## config.mk

```make
export PLATFORM = sky130hd
export DESIGN_NAME = bitslip_sync
export DESIGN_NICKNAME = d
export VERILOG_FILES = /design/src/rtl/bsync_pkg.sv /design/src/rtl/bsync_chain.sv /design/src/rtl/bsync_judge.sv /design/src/rtl/bsync_ctrl.sv /design/src/rtl/bitslip_sync.sv
export SDC_FILE = /design/constraint.sdc
export NUM_CORES = 1
export LEC_CHECK = 0
export ABC_AREA = 1
export BUFFER_PORTS_ARGS = -buffer_cell sky130_fd_sc_hd__buf_4
export CORE_AREA = 10 10 47 49
export CTS_BUF_LIST = sky130_fd_sc_hd__clkbuf_8
export DETAILED_ROUTE_END_ITERATION = 7
export DIE_AREA = 0 0 57 59
export PLACE_DENSITY = 0.35
export SLEW_MARGIN = 10
export SYNTH_ARGS = -nofsm -noshare
export SYNTH_HDL_FRONTEND = slang
export SYNTH_SLANG_ARGS = --single-unit
```

## constraint.sdc

```tcl
create_clock -name clk_div -period 1.2 [get_ports clk_div]
set_input_delay 0.06 -clock clk_div [delete_from_list [all_inputs] [get_ports clk_div]]
set_output_delay 0.06 -clock clk_div [all_outputs]
set_load 0.005 [all_outputs]
```

## src/rtl/bsync_pkg.sv

```systemverilog
package bsync_pkg;

  // Width of a counter that must hold the values 0..depth
  function automatic int cnt_bits(input int depth);
    return (depth < 2) ? 1 : $clog2(depth + 1);
  endfunction

  // Result of judging the detector window
  typedef struct packed {
    logic all_wrong;  // full window, every stage differs from training value
    logic all_right;  // full window, every stage equals training value
  } verdict_t;

  // Uniform-window test: every bit of w equals v
  function automatic logic window_uniform(input logic [31:0] w, input int n, input logic v);
    logic ok;
    ok = 1'b1;
    for (int i = 0; i < n; i++) begin
      if (w[i] != v) ok = 1'b0;
    end
    return ok;
  endfunction

endpackage

```

## src/rtl/bsync_chain.sv

```systemverilog
module bsync_chain #(
  parameter int DEPTH = 3
) (
  input  logic             clk,
  input  logic             rst_n,
  input  logic             clear,
  input  logic             sample,
  output logic [DEPTH-1:0] stages,
  output logic             full
);
  localparam int CW = bsync_pkg::cnt_bits(DEPTH);
  localparam logic [CW-1:0] FULL_CNT = CW'(DEPTH);

  logic [CW-1:0] fill;

  // Clearable flip-flop chain: stage 0 takes the sample, the rest take their predecessor
  generate
    for (genvar g = 0; g < DEPTH; g++) begin : g_stage
      always_ff @(posedge clk or negedge rst_n) begin
        if (!rst_n)     stages[g] <= 1'b0;
        else if (clear) stages[g] <= 1'b0;
        else if (g == 0) stages[g] <= sample;
        else            stages[g] <= stages[(g == 0) ? 0 : g - 1];
      end
    end
  endgenerate

  // Count of valid samples since the last clear, saturating at DEPTH
  always_ff @(posedge clk or negedge rst_n) begin
    if (!rst_n)             fill <= '0;
    else if (clear)         fill <= '0;
    else if (fill != FULL_CNT) fill <= fill + 1'b1;
  end

  assign full = (fill == FULL_CNT);

  AST_CLEAR_EMPTIES: assert property (@(posedge clk) disable iff (!rst_n)
    clear |=> !full);

endmodule

```

## src/rtl/bsync_judge.sv

```systemverilog
module bsync_judge #(
  parameter int   DEPTH     = 3,
  parameter logic TRAIN_BIT = 1'b0
) (
  input  logic [DEPTH-1:0]     stages,
  input  logic                 full,
  output bsync_pkg::verdict_t  verdict
);
  logic [31:0] win;

  always_comb begin
    win = '0;
    win[DEPTH-1:0] = stages;
    verdict.all_wrong = full && bsync_pkg::window_uniform(win, DEPTH, ~TRAIN_BIT);
    verdict.all_right = full && bsync_pkg::window_uniform(win, DEPTH, TRAIN_BIT);
  end

  AST_VERDICT_EXCLUSIVE: assert final (!(verdict.all_wrong && verdict.all_right));

endmodule

```

## src/rtl/bsync_ctrl.sv

```systemverilog
module bsync_ctrl (
  input  logic                clk,
  input  logic                rst_n,
  input  logic                en,
  input  bsync_pkg::verdict_t verdict,
  output logic                slip,
  output logic                aligned,
  output logic                chain_clear
);
  logic aligned_q;

  always_ff @(posedge clk or negedge rst_n) begin
    if (!rst_n)                 aligned_q <= 1'b0;
    else if (!en)               aligned_q <= 1'b0;
    else if (verdict.all_right) aligned_q <= 1'b1;
  end

  assign aligned     = en && (aligned_q || verdict.all_right);
  assign slip        = en && !aligned && verdict.all_wrong;
  assign chain_clear = !en || slip;

  AST_PULSE_ONE_CYCLE: assert property (@(posedge clk) disable iff (!rst_n)
    slip |=> !slip);
  AST_QUIET_WHEN_OFF: assert property (@(posedge clk) disable iff (!rst_n)
    !en |-> (!slip && !aligned));
  AST_ALIGN_STICKY: assert property (@(posedge clk) disable iff (!rst_n)
    (aligned && en) |=> (aligned || !en));

endmodule

```

## src/rtl/bitslip_sync.sv

```systemverilog
module bitslip_sync #(
  parameter int   DEPTH     = 3,
  parameter logic TRAIN_BIT = 1'b0
) (
  input  logic clk_div,
  input  logic rst_n,
  input  logic slip_en,
  input  logic mon_bit,
  output logic bitslip,
  output logic aligned
);
  localparam int CW = bsync_pkg::cnt_bits(DEPTH);
  localparam logic [CW-1:0] GAP_MAX = CW'(DEPTH);

  logic [DEPTH-1:0]    chain_q;
  logic                chain_full;
  logic                chain_clear;
  bsync_pkg::verdict_t verdict;

  bsync_chain #(.DEPTH(DEPTH)) u_chain (
    .clk    (clk_div),
    .rst_n  (rst_n),
    .clear  (chain_clear),
    .sample (mon_bit),
    .stages (chain_q),
    .full   (chain_full)
  );

  bsync_judge #(.DEPTH(DEPTH), .TRAIN_BIT(TRAIN_BIT)) u_judge (
    .stages  (chain_q),
    .full    (chain_full),
    .verdict (verdict)
  );

  bsync_ctrl u_ctrl (
    .clk         (clk_div),
    .rst_n       (rst_n),
    .en          (slip_en),
    .verdict     (verdict),
    .slip        (bitslip),
    .aligned     (aligned),
    .chain_clear (chain_clear)
  );

  // Cycles since the last pulse, kept only for the spacing check
  logic [CW-1:0] gap_cnt;
  always_ff @(posedge clk_div or negedge rst_n) begin
    if (!rst_n)                 gap_cnt <= GAP_MAX;
    else if (bitslip)           gap_cnt <= '0;
    else if (gap_cnt != GAP_MAX) gap_cnt <= gap_cnt + 1'b1;
  end

  AST_REFILL_GAP: assert property (@(posedge clk_div) disable iff (!rst_n)
    bitslip |-> (gap_cnt == GAP_MAX));
  AST_NO_SLIP_WHEN_ALIGNED: assert property (@(posedge clk_div) disable iff (!rst_n)
    $past(aligned && slip_en) && slip_en |-> !bitslip);

endmodule

```

==> results.md <==
* Outcome: complete, but fails checks
* Failing checks: setup timing
* Multi-input gate area at 136 um^2
* Max-Cap Viols at 0
* Overflow after GRT at 0
* H-tree depth at 1
* Critical path type: flip-flop to output port
* Busiest grt layer: met2
* Area growth, synth to finish at 60.5%
* Worst setup SP type: flip-flop
* Pwr per Cell Area at 1500 mW/mm^2
* Worst Skew at 0.00433 ns
* Pin count of the biggest net entering global routing at 7
* First-pass GRT wire length at 1070 um
* CP required at 1.14 ns
* Crit share post-route at 1.08
* Fin util at 0.320
* Number of antenna diodes at 0
* Setup-failing EPs final at 2
* Register Area at 150 um^2
* Reg clk slew, reported paths at 0.04 ns
* Commonest cells after routing, fill and taps aside: 8 x buf_4, 6 x dfrtp_1, 5 x nor2_1
* Critical Path AT at 1.23 ns
* Largest family of logic cells by synthesized area: simple AND/OR/NAND/NOR gates
* Critical R2R Launch: u_chain.fill[0]$_DFFE_PN0P_
* Min-Delay Startpoint: mon_bit
* Cells after Synth at 29
* Yosys cell types at 13
* Deepest clock path buffer count at 2
* Worst-Margin Slew at 0.131 ns
* Vias at 229
* Met1 usage at 0.0297
* Sequential-to-total area share from yosys stat at 0.538
* Max Clk Rate at 0.775 GHz
* Cell chain of the critical path: ha_4 -> inv_2 -> nor2_2 -> nand2_2 -> nand3_2 -> inv_2 -> buf_6
* Die area at 0.00336 mm^2
* DP HPWL at 447 um
* Number of port buffers at 5
* CP max-delay cell: dfrtp_1
* Per-cell routed wire length at 10.0 um
* Post-route setup slack at -0.0903 ns
* Vias in the first global route at 275
* Met2 Use GR at 0.0744
* Fin area at 448 um^2
* Die W at 57 um
* CP most frequent cell: inv_2
* CTS tree: done
* Post-Syn Area at 279 um^2
* Placed cell area at 344 um^2
* Max-slew violations at 0
* Pre-CTS setup slack at 0.0311 ns
* Initial antenna violation count at 0
* Initial core utilization at 0.199
* Row count at 14
* Pre-Repair DR Iteration Count at 1
* Vias per std cell at 3.95
* CTS Buf Count at 3
* Flops & latches, synth at 6
* CP bufs+invs at 3
* IO Pins at 6
* Number of fill cells at 161
* Core box area at 0.00140 mm^2
* ANT nets after route at 0
* Drt first-iter violations at 0
* Setup crit start: u_chain.fill[0]$_DFFE_PN0P_
* Synth Area in Adders at 0.0448
* Compound-Gate Fraction of Synth Area at 0.0538
* Total track usage at 0.0445
* Slew margin rel. at 0.910
* Clock Sink Count at 6
* Mux contribution to synthesized area at 0.0359
* Drt drc at 0
* Die H at 59 um
* Post-layout min period at 1.29 ns
* Syn. warnings at 0
* Avg Cell Area, Syn at 9.62 um^2
* RSZ-0062 raised after global routing: yes
* Nets at 49
* Syn Nets at 34
* Post-Synth Simple-Gate Area at 0.229
* Commonest non-fill, non-tap cell in the layout: buf_4
* Top delay family on crit path: flip-flops
* Root buf cell: clkbuf_8
* Grt met3 use at 0.0322
* Hold Vio Cnt, Final at 0
* Lkg Pwr at 0.213 nW
* RePlAce Congestion at 0.722
* Hold Path Class: primary input to flip-flop
* Worst Setup End Kind: output port
* Skew-Pair Late Insertion Delay at 0.22 ns
* Synth Area in XOR/XNOR at 0.0314
* Peak supply drop at 507 uV
* Fraction of layout cells with a size suffix above 1 at 0.548
* CP Max Fanout at 3
* Total wire length at 582 um
* CP max stage delay at 0.40 ns
* Design Power at 0.671 mW
## synth_stat cells (all sizes together)
master,number,area share
xor2,1,0.031
nor2,8,0.12
dfrtp,6,0.54
nand2,3,0.058
nand3,2,0.054
mux2i,1,0.036
a21boi,2,0.054
inv,5,0.067
ha,1,0.045
## registers in the layout, summed over array words and instances (netlist names)
name,count
u_chain.stages,3
u_chain.fill,2
u_ctrl.aligned_q,1
## worst min-delay path: cells and delay by family
| kind | cells | cell delay, ns |
|---|---|---|
| buffers and inverters | 2 | 0.14 |
| and+or+nand+nor | 1 | 0.03 |
## routing by layer
metal | vias to the layer above | wire length, um | share of wire
met2 | 5 | 304 | 0.52
met3 | 5 | 36 | 0.062
li1 | 115 | - | -
met1 | 104 | 214 | 0.37
met5 | - | 0 | 0
met4 | 0 | 27 | 0.046
## per-stage QoR
stage | hold slack, ns | instances | setup TNS, ns
after CTS | 0.0565 | 57 | -0.192
after floorplan | -0.236 | 29 | 0
after detailed placement | -0.128 | 51 | 0
after global placement | -0.130 | 51 | 0
final | 0.0582 | 58 | -0.164
after global routing | 0.0694 | 58 | -0.319
## where the power goes
part	switching [mW]	leakage [nW]	total, mW	internal, mW
Clock	0.0864	0.0216	0.302	0.215
Sequential	0.0183	0.0796	0.243	0.225
Combinational	0.0533	0.112	0.126	0.0730
## final timing paths
| path | end | slack [ns] | cells after the start |
|---|---|---|---|
| setup / recovery | bitslip | -0.09 | 7 |
| hold / removal | u_chain.stages[0]$_DFF_PN0_ | 0.06 | 3 |
| setup reg to reg | u_chain.stages[1]$_DFF_PN0_ | 0.04 | 8 |
| hold reg to reg | u_chain.stages[2]$_DFF_PN0_ | 0.52 | 2 |
| max in group asynchronous | u_chain.stages[1]$_DFF_PN0_ | 0.90 | 2 |
| min in group asynchronous | u_chain.fill[1]$_DFFE_PN0P_ | 0.18 | 2 |
## timing repair
item / in CTS / in global routing
buffers inserted: 2 / 1
setup endpoints to repair: 2 / 6
endpoints found under the hold margin: 6 / 0
hold buffers: 1 / 0
resized for setup: 8 / 1
pin swaps: 3 / 3
## kinds of logic (layout without fill, tap and decap cells)
group                    count (synthesis)  after routing
adder cells (fa/ha/maj)                  1              1
multiplexers                             1              1
buffers and inverters                    5             18
AND/OR/NAND/NOR                         13             13
XOR/XNOR                                 1              1
AO/OA/AOI/OAI                            2              2
flip-flops                               6              6
## area by class of cell
type                    count  share of cell area
well taps                  16              0.0447
repair buffers             10               0.182
inverters                   5              0.0419
multi-input cells          18               0.304
flip-flops and latches      6               0.335
clock buffers               3              0.0922
Power figures use the tool's default switching activity.
